--- src/rtl/alu16_pkg.sv ---
package alu16_pkg;

  typedef enum logic [2:0] {
    OP_ADDC = 3'b000,
    OP_ADDH = 3'b001,
    OP_INC  = 3'b010,
    OP_X15  = 3'b011,
    OP_AND  = 3'b100,
    OP_OR   = 3'b101,
    OP_NOT  = 3'b110,
    OP_NOP  = 3'b111
  } alu_op_e;

  typedef enum logic [1:0] {
    BSEL_N     = 2'd0,
    BSEL_NHALF = 2'd1,
    BSEL_ZERO  = 2'd2,
    BSEL_MHALF = 2'd3
  } bsel_e;

  typedef enum logic [1:0] {
    CSEL_EXT  = 2'd0,
    CSEL_ZERO = 2'd1,
    CSEL_ONE  = 2'd2
  } csel_e;

endpackage

--- src/rtl/alu16_operand_mux.sv ---
module alu16_operand_mux
  import alu16_pkg::*;
#(
  parameter int W = 16
) (
  input  alu_op_e        op,
  input  logic [W-1:0]   m,
  input  logic [W-1:0]   n,
  input  logic           cin,
  output logic [W-1:0]   add_b,
  output logic           add_ci,
  output logic           is_arith
);

  // arithmetic shift right by one: floor division by two
  function automatic logic [W-1:0] asr1(input logic [W-1:0] v);
    return {v[W-1], v[W-1:1]};
  endfunction

  bsel_e bsel;
  csel_e csel;

  always_comb begin
    bsel     = BSEL_ZERO;
    csel     = CSEL_ZERO;
    is_arith = 1'b0;
    unique case (op)
      OP_ADDC: begin bsel = BSEL_N;     csel = CSEL_EXT;  is_arith = 1'b1; end
      OP_ADDH: begin bsel = BSEL_NHALF; csel = CSEL_ZERO; is_arith = 1'b1; end
      OP_INC:  begin bsel = BSEL_ZERO;  csel = CSEL_ONE;  is_arith = 1'b1; end
      OP_X15:  begin bsel = BSEL_MHALF; csel = CSEL_ZERO; is_arith = 1'b1; end
      default: begin bsel = BSEL_ZERO;  csel = CSEL_ZERO; is_arith = 1'b0; end
    endcase
  end

  always_comb begin
    unique case (bsel)
      BSEL_N:     add_b = n;
      BSEL_NHALF: add_b = asr1(n);
      BSEL_MHALF: add_b = asr1(m);
      default:    add_b = '0;
    endcase
  end

  always_comb begin
    unique case (csel)
      CSEL_EXT: add_ci = cin;
      CSEL_ONE: add_ci = 1'b1;
      default:  add_ci = 1'b0;
    endcase
  end

endmodule

--- src/rtl/alu16_shared_adder.sv ---
module alu16_shared_adder #(
  parameter int W      = 16,
  parameter bit RIPPLE = 1'b0
) (
  input  logic [W-1:0] a,
  input  logic [W-1:0] b,
  input  logic         ci,
  output logic [W-1:0] sum
);

  // wrapping sum, carry-out discarded
  function automatic logic [W-1:0] add_wrap(input logic [W-1:0] x,
                                            input logic [W-1:0] y,
                                            input logic         c);
    logic [W:0] t;
    t = {1'b0, x} + {1'b0, y} + {{W{1'b0}}, c};
    return t[W-1:0];
  endfunction

  generate
    if (RIPPLE) begin : g_ripple
      logic [W-1:0] carry;
      for (genvar i = 0; i < W; i++) begin : g_bit
        logic cprev;
        if (i == 0) begin : g_first
          assign cprev = ci;
        end else begin : g_rest
          assign cprev = carry[i-1];
        end
        assign sum[i]   = a[i] ^ b[i] ^ cprev;
        assign carry[i] = (a[i] & b[i]) | (cprev & (a[i] ^ b[i]));
      end
    end else begin : g_behav
      assign sum = add_wrap(a, b, ci);
    end
  endgenerate

endmodule

--- src/rtl/alu16_logic_unit.sv ---
module alu16_logic_unit
  import alu16_pkg::*;
#(
  parameter int W = 16
) (
  input  alu_op_e      op,
  input  logic [W-1:0] m,
  input  logic [W-1:0] n,
  output logic [W-1:0] out
);

  always_comb begin
    unique case (op)
      OP_AND:  out = m & n;
      OP_OR:   out = m | n;
      OP_NOT:  out = ~m;
      default: out = '0;
    endcase
  end

endmodule

--- src/rtl/alu16_flag_gen.sv ---
module alu16_flag_gen #(
  parameter int W = 16
) (
  input  logic [W-1:0] res,
  output logic         zero,
  output logic         neg
);

  assign zero = ~|res;
  assign neg  = res[W-1];

endmodule

--- src/rtl/alu16_shared.sv ---
module alu16_shared
  import alu16_pkg::*;
#(
  parameter int W      = 16,
  parameter bit RIPPLE = 1'b0
) (
  input  logic [W-1:0] m_i,
  input  logic [W-1:0] n_i,
  input  logic         cin_i,
  input  logic [2:0]   op_i,
  output logic [W-1:0] res_o,
  output logic         zero_o,
  output logic         neg_o
);

  alu_op_e      op;
  logic [W-1:0] adder_b;
  logic         adder_ci;
  logic         is_arith;
  logic [W-1:0] add_sum;
  logic [W-1:0] logic_res;

  assign op = alu_op_e'(op_i);

  alu16_operand_mux #(.W(W)) u_opmux (
    .op(op), .m(m_i), .n(n_i), .cin(cin_i),
    .add_b(adder_b), .add_ci(adder_ci), .is_arith(is_arith)
  );

  alu16_shared_adder #(.W(W), .RIPPLE(RIPPLE)) u_adder (
    .a(m_i), .b(adder_b), .ci(adder_ci), .sum(add_sum)
  );

  alu16_logic_unit #(.W(W)) u_logic (
    .op(op), .m(m_i), .n(n_i), .out(logic_res)
  );

  assign res_o = is_arith ? add_sum : logic_res;

  alu16_flag_gen #(.W(W)) u_flags (
    .res(res_o), .zero(zero_o), .neg(neg_o)
  );

endmodule

--- config.mk ---
export PLATFORM = sky130hd
export DESIGN_NAME = alu16_shared
export DESIGN_NICKNAME = d
export VERILOG_FILES = /design/src/rtl/alu16_pkg.sv /design/src/rtl/alu16_operand_mux.sv /design/src/rtl/alu16_shared_adder.sv /design/src/rtl/alu16_logic_unit.sv /design/src/rtl/alu16_flag_gen.sv /design/src/rtl/alu16_shared.sv
export SDC_FILE = /design/constraint.sdc
export NUM_CORES = 1
export LEC_CHECK = 0
export CAP_MARGIN = 10
export CORE_MARGIN = 5
export CORE_UTILIZATION = 35
export DETAILED_ROUTE_END_ITERATION = 16
export DONT_BUFFER_PORTS = 1
export PLACE_DENSITY = 0.59
export SLEW_MARGIN = 0
export SYNTH_ARGS = -nofsm -noshare
export SYNTH_HDL_FRONTEND = slang
export SYNTH_SLANG_ARGS = --single-unit
--- constraint.sdc ---
create_clock -name vclk -period 8.85
set_input_delay 1.77 -clock vclk [all_inputs]
set_output_delay 1.77 -clock vclk [all_outputs]
set_load 0.03 [all_outputs]
==> impl_results.md <==
- Syn Area/Cell: 6.384 um^2
- Grt ovf: 0
- Hold buffers post-CTS: 0
- Ys Warns: 0
- Pin count of the biggest net entering global routing: 42
- Synth top area cells: ha_1 (10%), a21oi_1 (9.7%), nor2_1 (9.7%), o21ai_0 (8.3%), mux2i_1 (7.4%)
- CLK BUF: 0
- CTS resizes: 0
- Pre-CTS setup slack: 1098 ps
- Routed wire per std cell: 16.39 um
- P_leak: 0.7099 nW
- Hold Fails Final Rpt: 0
- DIE AREA: 0.006512 mm^2
- Compound-Gate Fraction of Synth Area: 39.41%
- Crit start category: input pin
- Antenna cells: 0
- Dpl cells: 328
- CP Data Arrival Time: 5970 ps
- RSZ-0062 raised after global routing: no
- Synthesized Nets: 326
- Die Y: 80.70 um
- Most common cell after layout, fill and taps aside: nor2_1
- Area Overhead vs Synth: 1.431%
- Tcrit/Tclk final: 87.50%
- Routed Antenna Nets: 0
- I/O Buffers: 0
- Vias in the first global route: 1751
- Most frequent cells in the layout: nor2_1 (45), a21oi_1 (34), o21ai_0 (29)
- FF+latch count: 0
- Core area: 0.004786 mm^2
- Crit path kind: input pin to output port
- Top cell type's share of synthesized area: 10.01%
- Finished Layout Cells: 328
- Pins over their slew limit: 0
- Hold Crit Class: input pin to output port
- Largest family of logic cells by synthesized area: compound AO/OA/AOI/OAI gates
- Max-cap violations: 0
- Sequential area share after synthesis: 0%
- NumNets Final: 315
- Iter 0 DRT Violations: 154
- Row cnt: 25
- Largest area contributor in the netlist: ha_1
- Power Dens Cells: 65.95 mW/mm^2
- XOR/XNOR Fraction of Synth Area: 3.004%
- Hold Slack: 3772 ps
- Maximum VDD drop: 0.03311 mV
- # IOs: 54
- Initial Util: 36.55%
- Post-CTS Setup Bufs: 0
- Via count: 1948
- Simple-Gate Fraction of Synth Area: 25.61%
- DRC Markers: 0
- Worst-path fanout max: 41
- Multiplexer share of the synthesized area: 8.727%
- Vias per cell: 5.939
- Status: finished clean
- Die Wd: 80.70 um
- Setup TNS: 0 ps
- Drt first pass iters: 4
- Slew HR: 23.34%
- GPL Wtd Cong: 0.8907
- Final Critical Period: 7744 ps
- Count of cell types in the netlist: 54
- Mapped Cells: 274
- Critical Path Sink Type: output port
- Post-Synth Adder-Cell Area: 16.45%
- Layout cells sized above 1: 5.747%
- Final wirelength: 5.377 mm
- Final WS setup: 1106 ps
- # setup viols final: 0
- Cell area after synthesis: 0.001749 mm^2
- Maximum achievable frequency: 129.1 MHz
- Global-route wire length before repair: 8.569 mm
- Sequential Area: 0 um^2
- Initial antenna violation count: 0
- Post-DP HPWL: 4.238 mm
- Data required, critical path: 7080 ps
- GRT Total Usage: 16.04%
- Slew @ Worst Pin: 1138 ps
-- per-layer routing --
layer	global-route usage (%)	share of wire, %	vias up
met1	21.90	44	887
met5	0	0	-
met2	26.57	45	69
met4	1.520	0.28	0
met3	3.475	9.9	2
li1	-	-	990
-- final timing paths --
| path | start | endpoint | slack, ps | cells after the start |
|---|---|---|---|---|
| worst max-delay path | op_i[0] | zero_o | 1110 | 13 |
| worst min-delay path | op_i[2] | res_o[13] | 3770 | 1 |
-- Yosys cell counts (2+ instances only) --
cell / instances
nor2_1: 45
a21oi_1: 34
xor2_1: 3
nor2b_1: 2
clkbuf_1: 8
ha_1: 14
o211ai_1: 5
xnor2_1: 3
maj3_1: 5
or3_1: 3
nor3_1: 10
nand2b_1: 7
a2bb2oi_1: 2
mux2i_1: 13
o21a_1: 6
nand2_1: 18
buf_6: 2
buf_2: 2
a31oi_1: 6
o31a_1: 2
o21ba_2: 2
inv_1: 10
mux2_2: 2
o21ai_0: 29
fa_1: 2
maj3_2: 2
a21o_1: 3
a211oi_1: 3
o31ai_1: 4
buf_1: 3
-- logic make-up (layout without fill, tap and decap cells) --
group,Yosys count,in the layout
fa+ha+maj,23,23
buf+inv,26,13
xor+xnor,6,6
simple gates,95,95
mux,15,15
compound gates,109,109
-- worst max-delay path, cell delays in order --
cell and delay, ps:
and2_1 440, nand2_1 90, o21ai_0 90, nand2_1 90, fa_1 450, fa_1 420, xor2_1 160, o21ai_0 360
a211oi_1 310, o311ai_1 120, or4_1 460, or4b_1 540, nor4_2 660
-- power by group --
group	switching [W]	internal [W]	leakage, nW
registers	0	0	0
clock network	0	0	0
logic	0.0000730	0.0000440	0.710
-- stage by stage --
stage,total power (W),area (um^2),util [%]
after floorplan,0.0001058,1749,-
after global placement,0.0001158,1774,37.07
after detailed placement,0.0001162,1774,37.07
after CTS,0.0001169,1774,37.07
after global routing,0.0001291,1774,37.07
final,0.0001170,1774,37.07
-- area by class of cell --
cell class | instances | area, um^2
fill | 527 | 3012
inverter | 10 | 37.54
multi-input combinational | 248 | 1630
tap | 67 | 83.83
timing repair buffer | 3 | 22.52
(Power assumes the default switching activity.)
